File: config.mk
export PLATFORM = sky130hd
export DESIGN_NAME = tuning_splitter
export DESIGN_NICKNAME = d
export VERILOG_FILES = /design/src/rtl/tsplit_pkg.sv /design/src/rtl/sd_bank_stage.sv /design/src/rtl/gain_mult.sv /design/src/rtl/inter_bank_lms.sv /design/src/rtl/align_delay.sv /design/src/rtl/tuning_splitter.sv
export SDC_FILE = /design/constraint.sdc
export NUM_CORES = 1
export LEC_CHECK = 0
export ABC_AREA = 1
export CAP_MARGIN = 30
export CORE_AREA = 2 2 277 279
export CTS_CLUSTER_SIZE = 12
export DETAILED_ROUTE_END_ITERATION = 12
export DIE_AREA = 0 0 279 281
export GPL_TIMING_DRIVEN = 1
export PLACE_DENSITY = 0.53
export SLEW_MARGIN = 20
export SYNTH_ARGS = -nofsm -noshare
export SYNTH_HDL_FRONTEND = slang
export SYNTH_SLANG_ARGS = --single-unit
export TNS_END_PERCENT = 30
File: constraint.sdc
create_clock -name clk -period 7.93 [get_ports clk]
set_input_delay 0.793 -clock clk [delete_from_list [all_inputs] [get_ports clk]]
set_output_delay 0.793 -clock clk [all_outputs]
set_load 0.02 [all_outputs]
File: src/rtl/tsplit_pkg.sv
package tsplit_pkg;

    localparam int BANK_COARSE = 0;
    localparam int BANK_MEDIUM = 1;
    localparam int BANK_FINE   = 2;
    localparam int NUM_BANKS   = 3;

    // Direction of the phase-error first difference
    typedef enum logic [1:0] {
        PSTEP_HOLD = 2'd0,
        PSTEP_RISE = 2'd1,
        PSTEP_FALL = 2'd2
    } pstep_e;

    function automatic pstep_e phase_step(input logic now_bit, input logic prev_bit);
        if (now_bit && !prev_bit) return PSTEP_RISE;
        if (!now_bit && prev_bit) return PSTEP_FALL;
        return PSTEP_HOLD;
    endfunction

endpackage

File: src/rtl/sd_bank_stage.sv
module sd_bank_stage #(
    parameter int XW     = 24,
    parameter int FRAC   = 10,
    parameter int CODE_W = 6
) (
    input  logic                     clk,
    input  logic                     rst,
    input  logic signed [XW-1:0]     x_in,
    output logic [CODE_W-1:0]        code,
    output logic                     clip,
    output logic signed [FRAC+1:0]   fwd,
    output logic signed [FRAC:0]     qerr
);
    localparam int IW = XW - FRAC;
    localparam int RW = IW + 1;
    localparam logic signed [RW-1:0] MAXV = RW'((1 << CODE_W) - 1);

    logic [FRAC-1:0]        acc_q;
    logic [FRAC-1:0]        frac_w;
    logic [FRAC-1:0]        acc_next;
    logic [FRAC:0]          sum_w;
    logic                   carry;
    logic signed [IW-1:0]   int_w;
    logic signed [RW-1:0]   raw;
    logic [CODE_W-1:0]      code_n;
    logic                   clip_n;
    logic signed [FRAC+1:0] fwd_n;
    logic signed [FRAC:0]   qerr_n;

    always_comb begin
        frac_w   = x_in[FRAC-1:0];
        int_w    = x_in[XW-1:FRAC];
        sum_w    = {1'b0, acc_q} + {1'b0, frac_w};
        carry    = sum_w[FRAC];
        acc_next = sum_w[FRAC-1:0];
        raw      = {int_w[IW-1], int_w} + {{(RW-1){1'b0}}, carry};
        if (raw[RW-1]) begin
            code_n = '0;
            clip_n = 1'b1;
        end else if (raw > MAXV) begin
            code_n = {CODE_W{1'b1}};
            clip_n = 1'b1;
        end else begin
            code_n = raw[CODE_W-1:0];
            clip_n = 1'b0;
        end
        fwd_n  = $signed({2'b00, acc_next}) - $signed({2'b00, acc_q});
        qerr_n = -$signed({1'b0, acc_next});
    end

    always_ff @(posedge clk) begin
        if (rst) begin
            acc_q <= '0;
            code  <= '0;
            clip  <= 1'b0;
            fwd   <= '0;
            qerr  <= '0;
        end else begin
            acc_q <= acc_next;
            code  <= code_n;
            clip  <= clip_n;
            fwd   <= fwd_n;
            qerr  <= qerr_n;
        end
    end

endmodule

File: src/rtl/gain_mult.sv
module gain_mult #(
    parameter int GW = 16,
    parameter int DW = 12,
    parameter int SH = 8,
    parameter int OW = 24
) (
    input  logic signed [GW-1:0] gain,
    input  logic signed [DW-1:0] dat,
    output logic signed [OW-1:0] result
);
    localparam int PW = GW + DW;

    logic signed [PW-1:0] g_ext;
    logic signed [PW-1:0] d_ext;
    logic signed [PW-1:0] prod;

    always_comb begin
        g_ext  = {{DW{gain[GW-1]}}, gain};
        d_ext  = {{GW{dat[DW-1]}}, dat};
        prod   = g_ext * d_ext;
        result = OW'(prod >>> SH);
    end

endmodule

File: src/rtl/inter_bank_lms.sv
module inter_bank_lms
    import tsplit_pkg::*;
#(
    parameter int GW        = 16,
    parameter int FRAC      = 10,
    parameter int MU_SH     = 4,
    parameter int GAIN_INIT = 4096
) (
    input  logic                  clk,
    input  logic                  rst,
    input  logic                  freeze,
    input  pstep_e                step,
    input  logic signed [FRAC:0]  qerr,
    output logic signed [GW-1:0]  gain
);
    localparam int AW = GW + 2;
    localparam logic signed [AW-1:0] GMAX = AW'((1 << (GW-1)) - 1);
    localparam logic signed [AW-1:0] GMIN = -AW'(1 << (GW-1));

    logic signed [AW-1:0] q_ext;
    logic signed [AW-1:0] delta;
    logic signed [AW-1:0] stepped;
    logic signed [AW-1:0] g_ext;
    logic signed [AW-1:0] total;
    logic signed [GW-1:0] gain_n;

    always_comb begin
        q_ext = {{(AW-FRAC-1){qerr[FRAC]}}, qerr};
        unique case (step)
            PSTEP_RISE: delta = q_ext;
            PSTEP_FALL: delta = -q_ext;
            default:    delta = '0;
        endcase
        stepped = delta >>> MU_SH;
        g_ext   = {{2{gain[GW-1]}}, gain};
        total   = g_ext + stepped;
        if (total > GMAX)      gain_n = GMAX[GW-1:0];
        else if (total < GMIN) gain_n = GMIN[GW-1:0];
        else                   gain_n = total[GW-1:0];
    end

    always_ff @(posedge clk) begin
        if (rst)          gain <= GW'(GAIN_INIT);
        else if (!freeze) gain <= gain_n;
    end

endmodule

File: src/rtl/align_delay.sv
module align_delay #(
    parameter int W     = 7,
    parameter int DEPTH = 1
) (
    input  logic         clk,
    input  logic         rst,
    input  logic [W-1:0] din,
    output logic [W-1:0] dout
);
    logic [W-1:0] taps [DEPTH];

    generate
        for (genvar i = 0; i < DEPTH; i++) begin : g_tap
            if (i == 0) begin : g_first
                always_ff @(posedge clk) begin
                    if (rst) taps[0] <= '0;
                    else     taps[0] <= din;
                end
            end else begin : g_next
                always_ff @(posedge clk) begin
                    if (rst) taps[i] <= '0;
                    else     taps[i] <= taps[i-1];
                end
            end
        end
    endgenerate

    assign dout = taps[DEPTH-1];

endmodule

File: src/rtl/tuning_splitter.sv
module tuning_splitter
    import tsplit_pkg::*;
#(
    parameter int CW        = 6,
    parameter int MW        = 6,
    parameter int FW        = 8,
    parameter int FRAC      = 10,
    parameter int GW        = 16,
    parameter int GF        = 8,
    parameter int MU_SH     = 4,
    parameter int GAIN_INIT = 4096
) (
    input  logic                 clk,
    input  logic                 rst,
    input  logic [CW+FRAC-1:0]   tune_word,
    input  logic                 pe_bit,
    input  logic                 freeze,
    output logic [CW-1:0]        coarse_code,
    output logic [MW-1:0]        medium_code,
    output logic [FW-1:0]        fine_code,
    output logic [2:0]           clip_flags,
    output logic signed [GW-1:0] gain_cm,
    output logic signed [GW-1:0] gain_mf
);
    localparam int TW  = CW + FRAC;
    localparam int XW  = TW + 8;
    localparam int DW  = FRAC + 2;
    localparam int NG  = NUM_BANKS - 1;
    localparam logic signed [XW-1:0] MED_BASE  = XW'((1 << (MW-1)) * (1 << FRAC));
    localparam logic signed [XW-1:0] FINE_BASE = XW'(1 << (FW-1));
    localparam logic signed [XW-1:0] FINE_MAX  = XW'((1 << FW) - 1);

    // stage outputs
    logic [CW-1:0]          c_code;
    logic                   c_clip;
    logic [MW-1:0]          m_code;
    logic                   m_clip;
    logic signed [DW-1:0]   fwd_arr  [NG];
    logic signed [FRAC:0]   qerr_arr [NG];
    logic signed [GW-1:0]   gain_arr [NG];

    logic signed [XW-1:0]   x_coarse;
    logic signed [XW-1:0]   scaled_m;
    logic signed [XW-1:0]   x_medium;
    logic signed [XW-1:0]   scaled_f;
    logic signed [XW-1:0]   x_fine;

    logic                   pe_q;
    pstep_e                 pstep;

    logic [CW:0]            coarse_al;
    logic [MW:0]            medium_al;
    logic [FW-1:0]          fine_q;
    logic                   fine_clip_q;

    assign x_coarse = {{(XW-TW){1'b0}}, tune_word};

    sd_bank_stage #(.XW(XW), .FRAC(FRAC), .CODE_W(CW)) u_coarse (
        .clk  (clk),
        .rst  (rst),
        .x_in (x_coarse),
        .code (c_code),
        .clip (c_clip),
        .fwd  (fwd_arr[BANK_COARSE]),
        .qerr (qerr_arr[BANK_COARSE])
    );

    gain_mult #(.GW(GW), .DW(DW), .SH(GF), .OW(XW)) u_mult_cm (
        .gain   (gain_arr[BANK_COARSE]),
        .dat    (fwd_arr[BANK_COARSE]),
        .result (scaled_m)
    );

    assign x_medium = MED_BASE + scaled_m;

    sd_bank_stage #(.XW(XW), .FRAC(FRAC), .CODE_W(MW)) u_medium (
        .clk  (clk),
        .rst  (rst),
        .x_in (x_medium),
        .code (m_code),
        .clip (m_clip),
        .fwd  (fwd_arr[BANK_MEDIUM]),
        .qerr (qerr_arr[BANK_MEDIUM])
    );

    gain_mult #(.GW(GW), .DW(DW), .SH(GF + FRAC), .OW(XW)) u_mult_mf (
        .gain   (gain_arr[BANK_MEDIUM]),
        .dat    (fwd_arr[BANK_MEDIUM]),
        .result (scaled_f)
    );

    assign x_fine = FINE_BASE + scaled_f;

    // fine bank: plain binary word, clipped
    always_ff @(posedge clk) begin
        if (rst) begin
            fine_q      <= '0;
            fine_clip_q <= 1'b0;
        end else if (x_fine < 0) begin
            fine_q      <= '0;
            fine_clip_q <= 1'b1;
        end else if (x_fine > FINE_MAX) begin
            fine_q      <= {FW{1'b1}};
            fine_clip_q <= 1'b1;
        end else begin
            fine_q      <= x_fine[FW-1:0];
            fine_clip_q <= 1'b0;
        end
    end

    // phase-error first difference
    always_ff @(posedge clk) begin
        if (rst) pe_q <= 1'b0;
        else     pe_q <= pe_bit;
    end

    assign pstep = phase_step(pe_bit, pe_q);

    generate
        for (genvar b = 0; b < NG; b++) begin : g_lms
            inter_bank_lms #(
                .GW(GW), .FRAC(FRAC), .MU_SH(MU_SH), .GAIN_INIT(GAIN_INIT)
            ) u_lms (
                .clk    (clk),
                .rst    (rst),
                .freeze (freeze),
                .step   (pstep),
                .qerr   (qerr_arr[b]),
                .gain   (gain_arr[b])
            );
        end
    endgenerate

    // align coarse and medium codes with the fine word
    align_delay #(.W(CW + 1), .DEPTH(2)) u_align_c (
        .clk  (clk),
        .rst  (rst),
        .din  ({c_clip, c_code}),
        .dout (coarse_al)
    );

    align_delay #(.W(MW + 1), .DEPTH(1)) u_align_m (
        .clk  (clk),
        .rst  (rst),
        .din  ({m_clip, m_code}),
        .dout (medium_al)
    );

    assign coarse_code = coarse_al[CW-1:0];
    assign medium_code = medium_al[MW-1:0];
    assign fine_code   = fine_q;
    assign clip_flags  = {fine_clip_q, medium_al[MW], coarse_al[CW]};
    assign gain_cm     = gain_arr[BANK_COARSE];
    assign gain_mf     = gain_arr[BANK_MEDIUM];

endmodule

==> results.cfg <==
[placement]
placedInstanceArea_sq_mm = 0.02335
dp.final_hpwl_um = 44370
gp_congestion = 0.8480
count_of_port_buffers_added_during_placement = 74
placed_cells_incl_taps = 3937

[layout]
layout-drive-gt1-share_pct = 3.076
design_area_sq_mm = 0.02395
stdcell_count = 3970
final_net_count = 3517
area_delta_synth_final_pct = 10.58

[die]
top_level_ports = 75
fp.dieW_um = 279
chip_height_um = 281
num_rows = 101
design.die.area_sq_mm = 0.07840
start_util_pct = 28.70
core-area_sq_mm = 0.07544

[critical_path]
critical_path_peak_fanout = 16
cp-start-kind = register
worst_path_max_delay_cell = dfxtp_1
cp_common_cell = nand2_1
regToRegSetupSlack_ps = 690
cpPeakStageDelay_ps = 720
critPathTopFamily = adder cells
worst-endpoint-arrival_ps = 7580
worstSetupPathType = reg -> reg
crit_required_ps = 8270
timing.critical_path.to_type = register
critPathBufInv = 6

[sta]
max_freq_ghz = 0.1382
setup_repair_after_global_routing_missed_its_margin = no
finalWorstPathRequiredPeriod_ps = 7238
clock_skew_ps = 12.65
timing.final.crit_share_pct = 91.27
tns_ps = 0
timing_hold_violations_final = 0
setup-violations-final = 0
finalHoldWorstSlack_ps = 402.0
final-max-slew-violation-count = 0
worst_pin_slew_ps = 928.7
slew-limit-headroom_pct = 38.08

[drt]
detail_route.wl_per_cell_um = 13.85
drt_iter0_drc = 847
drcViolationCount = 0
routed_via_density = 4.426
dr.pass1.iters = 5
antenna_left = 0
route.vias.total = 17572
totalWireLength_um = 54980

[cts]
cts_max_path_buffers = 2
cts_inserted_buffers = 17
h-tree-depth = 4
clock-root-buffer = clkbuf_16
cts_tree = built
cts_num_sinks = 139
later_pin_clock_latency_in_the_skew_report_ps = 460
cts_hold_repair.buffers = 0
clk_transition_reported_paths_ps = 70

[synthesis]
synth_area_leader_cell = fa_1
edff_count_synth = 0
ys_dominant_reg_cell = dfxtp_1
synth.top_cells.by_count = inv_1, nand2_1, fa_1
post-synth-top-count-cell = inv_1
yosysTopAreaCellShare_pct = 30.14
yosysUniqueCellTypes = 47
synthTopCellsByArea = fa_1, inv_1, dfxtp_1
synth-seq-cells = 139
async_reset_ff_share_pct = 0
syn-cell-area_sq_mm = 0.02166
syn_nets = 3507
synth_seq_area_share_pct = 12.85
synth.yosys.warnings = 0
syn-instance-count = 2968
synthesis.area_per_instance_sq_um = 7.296

[global_route]
grt_overflow_total = 0
groute.usage.overall_pct = 15.01
grt_pass1_wl_um = 94320
number_of_antenna_violations_at_the_first_check_in_global_routing = 2
grt_start_max_net_pins = 74
grt_pass1_vias = 18027

[min_path]
hold_class = reg -> reg

[run_status]
run_status = finished, final reports clean

[flow_run]
timing.max_cap.violations = 0
==> cell usage in the layout (no fill, tap or decap), types with 4 or more instances in the layout <==
cell	Yosys	layout
o21ai_0	87	87
o31ai_1	5	5
nand2_2	5	5
dfxtp_2	0	4
buf_4	1	14
a21o_1	7	7
a31oi_1	11	11
o21ai_1	9	9
xor2_1	48	48
or2_2	21	21
ha_1	193	193
clkbuf_16	0	17
o21a_1	8	8
nor2_2	8	8
nand4_1	14	14
fa_1	326	326
nand2_1	713	713
nor2_1	179	179
nand3b_1	9	9
a21oi_1	180	180
nor3_1	15	15
nand3_1	82	82
xnor2_1	23	23
a211oi_1	4	4
dfxtp_1	139	135
o21bai_1	11	11
inv_1	744	744
clkdlybuf4s50_1	0	73
==> worst paths after layout <==
kind	start	cells after the start	end
hold reg to reg	u_coarse.code[4]	2	u_align_c.taps[0][4]
setup reg to reg	u_coarse.fwd[4]	37	u_medium.code[2]
hold / removal	u_coarse.code[4]	2	u_align_c.taps[0][4]
setup / recovery	u_coarse.fwd[4]	37	u_medium.code[2]
==> cell families after synthesis <==
kind of cell / Yosys count / synth area share (%)
XOR/XNOR: 71 / 2.871
buffers and inverters: 845 / 14.69
adder cells (fa/ha/maj): 519 / 41.29
flip-flops: 139 / 12.85
AO/OA/AOI/OAI: 332 / 8.337
AND/OR/NAND/NOR: 1062 / 19.97
==> timing repair <==
item,in CTS,in global routing
resized for setup,0,4
hold endpoints to repair,0,0
buffers inserted,0,0
endpoints found under the setup margin,0,6
==> worst reg2reg max path, delay by kind of cell (launching register included) <==
| kind | cells | cell delay [ps] |
|---|---|---|
| xor gates and xnor gates | 1 | 220 |
| DFF | 1 | 720 |
| and+or+nand+nor | 15 | 1760 |
| buffers and inverters | 6 | 320 |
| adders and majority gates | 9 | 3370 |
| AOI/OAI and AO/OA | 6 | 730 |
==> metrics by stage <==
step | setup slack [ps] | util, %
6_report | 692.0 | 31.74
5_1_grt | 8.410 | 31.74
4_1_cts | 604.0 | 31.73
3_5_place_dp | 645.5 | 30.95
3_3_place_gp | 749.5 | 30.95
2_1_floorplan | 1185 | -
==> sequential cells by signal (all words and copies together) (netlist names) <==
name and cells:
u_medium.fwd 11, u_coarse.fwd 11, u_coarse.qerr 10, u_medium.acc_q 10, u_coarse.acc_q 10, u_coarse.code 6
pe_q 1, fine_clip_q 1, u_coarse.clip 1, u_align_c.taps 14, u_align_m.taps 7, u_medium.qerr 10
u_medium.code 6, g_lms.u_lms.gain 32, u_medium.clip 1, fine_code 8
==> layer usage <==
| metal | up-vias | share of wire (%) | GRT usage [%] |
|---|---|---|---|
| met3 | 37 | 3.0 | 1.397 |
| li1 | 8851 | - | - |
| met5 | - | 0.049 | 0 |
| met1 | 8427 | 48 | 20.51 |
| met4 | 4 | 1.2 | 3.212 |
| met2 | 253 | 47 | 25.70 |
==> area by class of cell <==
type / count / area, sq um
sequential: 139 / 2788
multi-input combinational: 1984 / 15690
timing repair buffer: 87 / 835.8
tap: 978 / 1224
clock inverter: 13 / 160.2
clock buffer: 19 / 432.9
inverter: 749 / 2811
antenna: 1 / 2.502
fill: 8114 / 51500
Power is not shown: default switching activity piles up to over one toggle a cycle in this logic, so the estimate is an artifact.
